<file path="src/rtl/pmc_pkg.sv">
package pmc_pkg;
  localparam int unsigned REG_W  = 8;
  localparam int unsigned ADDR_W = 2;
  localparam int unsigned NREG   = 1 << ADDR_W;

  localparam logic [ADDR_W-1:0] OFF_PROT = 2'd0;
  localparam logic [ADDR_W-1:0] OFF_MODE = 2'd1;
  localparam logic [ADDR_W-1:0] OFF_STOP = 2'd2;
  localparam logic [ADDR_W-1:0] OFF_STAT = 2'd3;

  localparam int unsigned VLP_ALLOW_BIT = 5;
  localparam int unsigned RUN_LSB       = 5;

  localparam logic [REG_W-1:0] RST_PROT = 8'h00;
  localparam logic [REG_W-1:0] RST_STOP = 8'h03;
  localparam logic [REG_W-1:0] ST_RUN   = 8'h01;
  localparam logic [REG_W-1:0] ST_VLP   = 8'h04;

  typedef enum logic [1:0] {
    RUN_NORMAL = 2'b00,
    RUN_RSV1   = 2'b01,
    RUN_VLP    = 2'b10,
    RUN_RSV3   = 2'b11
  } run_mode_e;
endpackage

</file>
<file path="src/rtl/pmc_prot.sv">
module pmc_prot
  import pmc_pkg::*;
(
  input  logic             clk_i,
  input  logic             rst_ni,
  input  logic             wr_i,
  input  logic [REG_W-1:0] wdata_i,
  output logic [REG_W-1:0] prot_o,
  output logic             lock_o
);
  // chip reset only; warm reset deliberately absent
  always_ff @(posedge clk_i or negedge rst_ni) begin
    if (!rst_ni) begin
      prot_o <= RST_PROT;
      lock_o <= 1'b0;
    end else if (wr_i && !lock_o) begin
      prot_o <= wdata_i;
      lock_o <= 1'b1;
    end
  end
endmodule

</file>
<file path="src/rtl/pmc_mode.sv">
module pmc_mode
  import pmc_pkg::*;
(
  input  logic             clk_i,
  input  logic             rst_ni,
  input  logic             warm_i,
  input  logic             wr_i,
  input  logic [REG_W-1:0] wdata_i,
  input  logic             vlp_allow_i,
  output run_mode_e        run_o,
  output logic [REG_W-1:0] status_o
);
  run_mode_e        req;
  logic             accept;
  logic [REG_W-1:0] status_d;

  always_comb begin
    req = run_mode_e'(wdata_i[RUN_LSB +: 2]);
    unique case (req)
      RUN_NORMAL: accept = 1'b1;
      RUN_VLP:    accept = vlp_allow_i;
      default:    accept = 1'b0;
    endcase
  end

  always_comb begin
    unique case (run_o)
      RUN_VLP: status_d = ST_VLP;
      default: status_d = ST_RUN;
    endcase
  end

  always_ff @(posedge clk_i or negedge rst_ni) begin
    if (!rst_ni) begin
      run_o    <= RUN_NORMAL;
      status_o <= ST_RUN;
    end else if (warm_i) begin
      run_o    <= RUN_NORMAL;
      status_o <= ST_RUN;
    end else begin
      if (wr_i && accept) run_o <= req;
      status_o <= status_d;
    end
  end
endmodule

</file>
<file path="src/rtl/pmc_lpe.sv">
module pmc_lpe (
  input  logic clk_i,
  input  logic rst_ni,
  input  logic warm_i,
  input  logic sleep_req_i,
  input  logic wr_busy_i,
  output logic lp_entry_o
);
  logic armed_q;
  logic take;

  assign take = sleep_req_i && !wr_busy_i && !armed_q;

  always_ff @(posedge clk_i or negedge rst_ni) begin
    if (!rst_ni) begin
      armed_q    <= 1'b0;
      lp_entry_o <= 1'b0;
    end else if (warm_i) begin
      armed_q    <= 1'b0;
      lp_entry_o <= 1'b0;
    end else begin
      lp_entry_o <= take;
      // one pulse per request assertion
      armed_q    <= sleep_req_i && (armed_q || take);
    end
  end
endmodule

</file>
<file path="src/rtl/pwr_mode_ctrl.sv">
module pwr_mode_ctrl
  import pmc_pkg::*;
#(
  parameter int unsigned AW = ADDR_W,
  parameter int unsigned DW = REG_W
) (
  input  logic          clk_i,
  input  logic          rst_ni,
  input  logic          warm_rst_i,
  input  logic [AW-1:0] addr_i,
  input  logic [DW-1:0] wdata_i,
  input  logic          we_i,
  input  logic          re_i,
  output logic [DW-1:0] rdata_o,
  input  logic          sleep_req_i,
  output logic          lp_entry_o
);
  localparam int unsigned NR = 1 << AW;

  logic [NR-1:0] wr_sel;
  logic [DW-1:0] reg_rd [NR];
  logic [DW-1:0] prot_q;
  logic          lock_q;
  run_mode_e     run_q;
  logic [DW-1:0] status_q;
  logic [DW-1:0] stop_q;
  logic [DW-1:0] mode_rd;

  for (genvar gi = 0; gi < NR; gi++) begin : g_dec
    assign wr_sel[gi] = we_i && (addr_i == AW'(gi));
  end

  pmc_prot u_prot (
    .clk_i   (clk_i),
    .rst_ni  (rst_ni),
    .wr_i    (wr_sel[OFF_PROT]),
    .wdata_i (wdata_i),
    .prot_o  (prot_q),
    .lock_o  (lock_q)
  );

  pmc_mode u_mode (
    .clk_i       (clk_i),
    .rst_ni      (rst_ni),
    .warm_i      (warm_rst_i),
    .wr_i        (wr_sel[OFF_MODE]),
    .wdata_i     (wdata_i),
    .vlp_allow_i (prot_q[VLP_ALLOW_BIT]),
    .run_o       (run_q),
    .status_o    (status_q)
  );

  pmc_lpe u_lpe (
    .clk_i       (clk_i),
    .rst_ni      (rst_ni),
    .warm_i      (warm_rst_i),
    .sleep_req_i (sleep_req_i),
    .wr_busy_i   (we_i),
    .lp_entry_o  (lp_entry_o)
  );

  always_ff @(posedge clk_i or negedge rst_ni) begin
    if (!rst_ni)                stop_q <= RST_STOP;
    else if (warm_rst_i)        stop_q <= RST_STOP;
    else if (wr_sel[OFF_STOP])  stop_q <= wdata_i;
  end

  always_comb begin
    mode_rd = '0;
    mode_rd[RUN_LSB +: 2] = run_q;
  end

  assign reg_rd[OFF_PROT] = prot_q;
  assign reg_rd[OFF_MODE] = mode_rd;
  assign reg_rd[OFF_STOP] = stop_q;
  assign reg_rd[OFF_STAT] = status_q;

  assign rdata_o = re_i ? reg_rd[addr_i] : '0;
endmodule

</file>
<file path="config.mk">
export PLATFORM = sky130hd
export DESIGN_NAME = pwr_mode_ctrl
export DESIGN_NICKNAME = d
export VERILOG_FILES = /design/src/rtl/pmc_pkg.sv /design/src/rtl/pmc_prot.sv /design/src/rtl/pmc_mode.sv /design/src/rtl/pmc_lpe.sv /design/src/rtl/pwr_mode_ctrl.sv
export SDC_FILE = /design/constraint.sdc
export NUM_CORES = 1
export LEC_CHECK = 0
export BUFFER_PORTS_ARGS = -buffer_cell sky130_fd_sc_hd__buf_2
export CAP_MARGIN = 20
export CORE_AREA = 2 2 41 58
export CTS_CLUSTER_SIZE = 12
export DETAILED_ROUTE_END_ITERATION = 10
export DIE_AREA = 0 0 43 60
export PLACE_DENSITY_LB_ADDON = 0.2
export SYNTH_ARGS = -nofsm -noshare
export SYNTH_HDL_FRONTEND = slang
export SYNTH_SLANG_ARGS = --single-unit
</file>
<file path="constraint.sdc">
create_clock -name clk_i -period 2.1 [get_ports clk_i]
set_input_delay 0.21 -clock clk_i [delete_from_list [all_inputs] [get_ports clk_i]]
set_output_delay 0.21 -clock clk_i [all_outputs]
set_load 0.01 [all_outputs]
</file>
==> flow_summary.toml, run 1 <==
[status]
status = "complete, no violations"

[clocking]
cts_sinks = 23
cts-resized-gates = 0
clkLatencyLatePin_ps = 310
clk_pin_slew_ps = 110
cts_hold_buf = 1
cts_root_buffer = "clkbuf_4"
cts_tree = "yes"
htreeDepth = 1
cts_buffer_depth = 2
cts_setup_buffers = 0
cts_buffers = 3

[power_and_ir_drop]
p_int_uw = 636.1
p_leak_nw = 0.6646
p_seq_frac = 0.603
swShare = 0.2496
p_comb_frac = 0.164
p_per_area_mw_per_mm2 = 663.6
p_switching_uw = 211.6
ir_drop_mv = 0.4725
pwr-share-clk = 0.233

[synth]
ys_seq_area_frac = 0.5226
yosysMostFrequentCell = "dfrtp_1"
syn-num-nets = 113
synth_edf_count = 0
syn-cell-area_mm2 = 0.001109
yosys.area.top_type_share = 0.4515
synth_common_cells = "20 x dfrtp_1, 15 x mux2i_1, 12 x nor2_1"
synth_cell_types = 22
synth_seq_cells = 23
synth_cells = 97
yosysTopAreaCell = "dfrtp_1"
synth_area_per_cell_um2 = 11.43
synthFlopType = "dfrtp_1"
synth_area_leaders = "dfrtp_1 45%, mux2i_1 14%, dfstp_2 7.1%, mux2_2 7.1%, nor2_1 4.1%"
yosysWarnings = 0
async_reset_ff_frac = 1.000

[placement]
port_buffers = 24
place_congestion = 0.7887
dp.cells = 140
dp_worst_setup_slack_ps = 538.0
dpl.hpwl_um = 1457
dpl_cell_area_mm2 = 0.001241

[cells_and_area]
fin_area_mm2 = 0.001277
syn_to_final_growth_pct = 15.24
final_cells = 145
fin_util = 0.6077
drive_gt1_frac = 0.3415
diodes = 0
nets = 140
fill_cells = 194

[sta]
tightest_slew_ps = 579.6
setup_ws_ps = 584.9
slew_viol_final = 0
setup_tns_ps = 0
hold_violations = 0
max_slew_margin = 0.6120
period_needed_ps = 1515
fmax_ghz = 0.6600
finalCritPeriodShare = 0.7215
rsz0062_at_grt = "no"
finClkSkew_ps = 2.944
setup_viol_count_final = 0

[worst_setup_path]
r2r_cells = 2
critPathKind = "reg2out"
worstPathRequired_ps = 1890
crit_path_start_kind = "flop"
arrival_ps = 1310
end_kind = "output port"
path_max_fanout = 2

[route]
drc = 0
first_pass_iters = 4
route.detailed.wl_per_inst_um = 13.68
drtIter0Drc = 18
ant_nets = 0
via_per_inst = 5.262
vias = 763
totalWireLength_um = 1983

[hold_path]
hold_path_class = "in2reg"
holdPathStages = 3

[global_route]
grt_start_max_net_pins = 24
grt_pass1_vias = 769
grt_use_total = 0.1718
antenna_found_initial = 0
grt_pass1_wl_um = 3180
grt-ovfl-total = 0

[floorplanning]
num_rows = 20
dieArea_mm2 = 0.002580
initial_utilization = 0.5274
die_y_um = 60
dieWidth_um = 43
io-pin-count = 25
core_area_mm2 = 0.002102

[flow_run]
max_cap_violations = 0
layout by cell type, fill, tap and decap left out:
cell type / count
inv_1: 5
mux2_2: 7
nor2_1: 12
nand3b_1: 3
nor4b_4: 1
nand3_1: 2
mux2i_1: 15
buf_2: 24
nand2b_1: 4
nand4bb_1: 1
dfstp_2: 3
clkbuf_1: 1
a211o_1: 2
o21ai_0: 5
buf_4: 2
nand2_1: 1
nor3b_1: 2
dfrtp_1: 20
nor3_1: 1
or2_2: 2
a21oi_1: 2
clkbuf_4: 3
and2_1: 4
dlygate4sd3_1: 1
power groups by stage:
stage          Sequential, mW  Clock (mW)  Combinational [mW]
3_5_place_dp            0.521           0               0.141
5_1_grt                 0.516       0.223               0.157
3_3_place_gp            0.518           0               0.137
6_report                0.511       0.197               0.139
2_1_floorplan           0.514           0              0.0936
4_1_cts                 0.512       0.207               0.142
critical path, stage by stage (launching register included):
cell and delay (ps):
dfstp_2 560, mux2i_1 60, o21ai_0 130, and2_1 130, buf_2 120
final timing paths:
| path | startpoint | endpoint | slack, ps |
|---|---|---|---|
| setup / recovery | stop_q[0] | rdata_o[0] | 580 |
| hold / removal | wdata_i[5] | u_prot.prot_o[5] | 130 |
| setup reg to reg | u_prot.lock_o | u_prot.prot_o[7] | 660 |
| hold reg to reg | u_lpe.armed_q | u_lpe.lp_entry_o | 430 |
| max in group asynchronous | rst_ni | u_mode.status_o[0] | 1360 |
| min in group asynchronous | rst_ni | stop_q[2] | 380 |
through the flow:
stage	power, mW	hold WS [ps]
after floorplan	0.6076	-85.59
after global placement	0.6545	203.7
after detailed placement	0.6616	205.1
after CTS	0.8615	121.8
after global routing	0.8959	128.4
final	0.8478	127.2
logic make-up (layout without fill, tap and decap cells):
group | after synthesis | in the layout | synth area share
flip-flops | 23 | 23 | 0.5226
multiplexers | 22 | 22 | 0.2065
AND/OR/NAND/NOR | 33 | 33 | 0.1794
AO/OA/AOI/OAI | 9 | 9 | 0.04740
buffers and inverters | 10 | 36 | 0.04401
state kept, by name (all words and copies together) (netlist names):
register          flops
stop_q                8
u_prot.prot_o         8
u_mode.run_o          2
u_mode.status_o       2
u_lpe.armed_q         1
u_lpe.lp_entry_o      1
u_prot.lock_o         1
routing by layer:
layer,track usage,wire (µm),up-vias
li1,-,-,380
met1,0.1907,843,358
met2,0.3095,1001,20
met3,0.02115,82,5
met4,0.1039,56,0
met5,0,0,-
final cells by class:
cell class              count  area (µm²)  share of cell area
clock buffers               4       26.28             0.02057
inverters                   5       18.77             0.01469
multi-input cells          64       480.5              0.3761
flip-flops and latches     23       579.3              0.4535
well taps                  22       27.53             0.02155
repair buffers             27       145.1              0.1136
No activity file was read; power rests on OpenSTA's default activity.
==> run 2: changes to the inputs <==
--- a/config.mk
+++ b/config.mk
@@ -5,12 +5,13 @@
 export SDC_FILE = /design/constraint.sdc
 export NUM_CORES = 1
 export LEC_CHECK = 0
+export ABC_AREA = 1
 export BUFFER_PORTS_ARGS = -buffer_cell sky130_fd_sc_hd__buf_2
 export CAP_MARGIN = 20
-export CORE_AREA = 2 2 41 58
+export CORE_AREA = 2 2 43 61
 export CTS_CLUSTER_SIZE = 12
 export DETAILED_ROUTE_END_ITERATION = 10
-export DIE_AREA = 0 0 43 60
+export DIE_AREA = 0 0 45 63
 export PLACE_DENSITY_LB_ADDON = 0.2
 export SYNTH_ARGS = -nofsm -noshare
 export SYNTH_HDL_FRONTEND = slang
==> constraint.sdc (replaced) <==
create_clock -name clk_i -period 1.56 [get_ports clk_i]
set_input_delay 0.156 -clock clk_i [delete_from_list [all_inputs] [get_ports clk_i]]
set_output_delay 0.156 -clock clk_i [all_outputs]
set_load 0.01 [all_outputs]
==> flow_summary.toml, run 2 <==
[sta]
max_slew_margin = 0.6519
setup_viol_count_final = 0
slew_viol_final = 0
fmax_ghz = 0.6922
finClkSkew_ps = 1.128
period_needed_ps = 1445
setup_tns_ps = 0
finalHoldWorstSlack_ps = 72.26
setup_ws_ps = 115.3
hold_violations = 0
tightest_slew_ps = 522.1
finalCritPeriodShare = 0.9261
rsz0062_at_grt = "no"

[floorplanning]
num_rows = 21
die_y_um = 63
io-pin-count = 25
dieArea_mm2 = 0.002835
core_area_mm2 = 0.002312
initial_utilization = 0.4881
dieWidth_um = 45

[synth]
synth_edf_count = 0
synth_area_leaders = "dfrtp_1 44%, nand2_1 15%, dfstp_2 7.0%, inv_1 6.3%, nand3_1 6.2%"
synth_cells = 136
synth_common_cells = "44 x nand2_1, 20 x dfrtp_1, 19 x inv_1"
async_reset_ff_frac = 1.000
syn-cell-area_mm2 = 0.001129
ys_seq_area_frac = 0.5133
synth_seq_cells = 23
synth_area_per_cell_um2 = 8.298
synth_cell_types = 16
yosysTopAreaCell = "dfrtp_1"
yosys.area.top_type_share = 0.4435
yosysMostFrequentCell = "nand2_1"
syn-num-nets = 152
yosysWarnings = 0
synthFlopType = "dfrtp_1"

[cells_and_area]
nets = 181
top_regs = "stop_q x8, u_prot.prot_o x8"
drive_gt1_frac = 0.2744
diodes = 0
syn_to_final_growth_pct = 15.74
final_cells = 187
regArea_um2 = 579.3
fill_cells = 230
layout_common_cells = "44 x nand2_1, 24 x buf_2, 20 x dfrtp_1"
multi_input_area_um2 = 461.7
layout_commonest_cell = "nand2_1"

[global_route]
grt-ovfl-total = 0
grt_use_total = 0.1922
grt_pass1_wl_um = 4043
antenna_found_initial = 0
grt_pass1_vias = 874
grt_start_max_net_pins = 24

[route]
totalWireLength_um = 2378
vias = 965
ant_nets = 0
via_per_inst = 5.160
drtIter0Drc = 33
route.detailed.wl_per_inst_um = 12.72
first_pass_iters = 4
drc = 0

[worst_setup_path]
cpMostUsedCell = "nand2_1"
r2r_slack_ps = 550
worstPathRequired_ps = 1400
crit_path_start_kind = "flop"
crit_chain = "nand2_1 > nand2_1 > nand2_1 > a21oi_1 > buf_2"
critPathKind = "reg2out"
max_stage_delay_ps = 560
arrival_ps = 1290
r2r_cells = 4
end_kind = "output port"
path_max_fanout = 2
cp_slowest_cell = "dfstp_2"

[placement]
dp_worst_setup_slack_ps = 371.4
dpl.hpwl_um = 1813
port_buffers = 24
dp.cells = 182
place_congestion = 0.8006

[clocking]
htreeDepth = 1
cts_hold_buf = 1
cts_root_buffer = "clkbuf_4"
cts_setup_buffers = 0
cts_tree = "yes"
cts_buffers = 3
cts-resized-gates = 0
cts_sinks = 23
clkLatencyLatePin_ps = 310
cts_buffer_depth = 2
clk_pin_slew_ps = 130

[hold_path]
hold_path_class = "in2reg"
holdPathStages = 3

[power_and_ir_drop]
p_leak_nw = 0.7076
total_power_mw = 1.011
p_per_area_mw_per_mm2 = 773.7
ir_drop_mv = 0.4632

[status]
status = "complete, no violations"

[flow_run]
max_cap_violations = 0
-- run 2: cell count changes in the layout (fill, tap and decap cells not counted), moves of 3 or more --
cell / before / now
nor2_4: 0 / 3
mux2_2: 7 / 0
nand2_1: 1 / 44
nand3b_1: 3 / 0
nand2b_1: 4 / 0
mux2i_1: 15 / 0
o21ai_2: 0 / 8
a21oi_1: 2 / 8
and2_1: 4 / 0
nor2_1: 12 / 6
inv_1: 5 / 19
nand3_1: 2 / 14
-- run 2: critical path: cells and delay by family (launching register included) --
family | cells | cell delay [ps]
flops | 1 | 560
buf+inv | 1 | 150
simple gates | 3 | 140
compound gates | 1 | 130
-- run 2: final timing paths --
| check | startpoint | to |
|---|---|---|
| max in group asynchronous | rst_ni | stop_q[0] |
| max | stop_q[0] | rdata_o[0] |
| min | wdata_i[0] | stop_q[0] |
| max reg2reg | u_prot.lock_o | u_prot.prot_o[0] |
| min in group asynchronous | rst_ni | u_mode.run_o[1] |
| min reg2reg | u_lpe.armed_q | u_lpe.lp_entry_o |
-- run 2: final cells by class --
cell class                 count  area share
multi-input combinational     92      0.3534
timing repair buffer          26      0.1054
clock buffer                   3     0.01724
sequential                    23      0.4435
clock inverter                 1    0.003831
inverter                      19     0.05460
tap                           23     0.02203
-- run 2: report_power, final --
part / switching [mW] / internal (mW)
registers: 0.00613 / 0.611
logic: 0.0774 / 0.0378
clock network: 0.182 / 0.0958
total: 0.266 / 0.745
-- run 2: kinds of logic (layout without fill, tap and decap cells) --
group | Yosys count | in the layout | synth area share
buffers and inverters | 21 | 49 | 0.07760
flip-flops | 23 | 23 | 0.5133
AO/OA/AOI/OAI | 21 | 21 | 0.1197
AND/OR/NAND/NOR | 71 | 71 | 0.2894
-- run 2: routing by layer --
metal  track usage  up-vias  part of all wire
met2        0.3250       25              0.54
met4       0.05515        0             0.016
met1        0.2528      452              0.40
met3       0.01734        4             0.034
li1              -      484                 -
met5             0        -                 0
-- run 2: metrics by stage --
| step | area [µm²] | utilization |
|---|---|---|
| floorplan | 1129 | - |
| finish | 1306 | 0.5649 |
| global route | 1306 | 0.5649 |
| CTS | 1306 | 0.5649 |
| detailed placement | 1269 | 0.5487 |
| global placement | 1269 | 0.5487 |
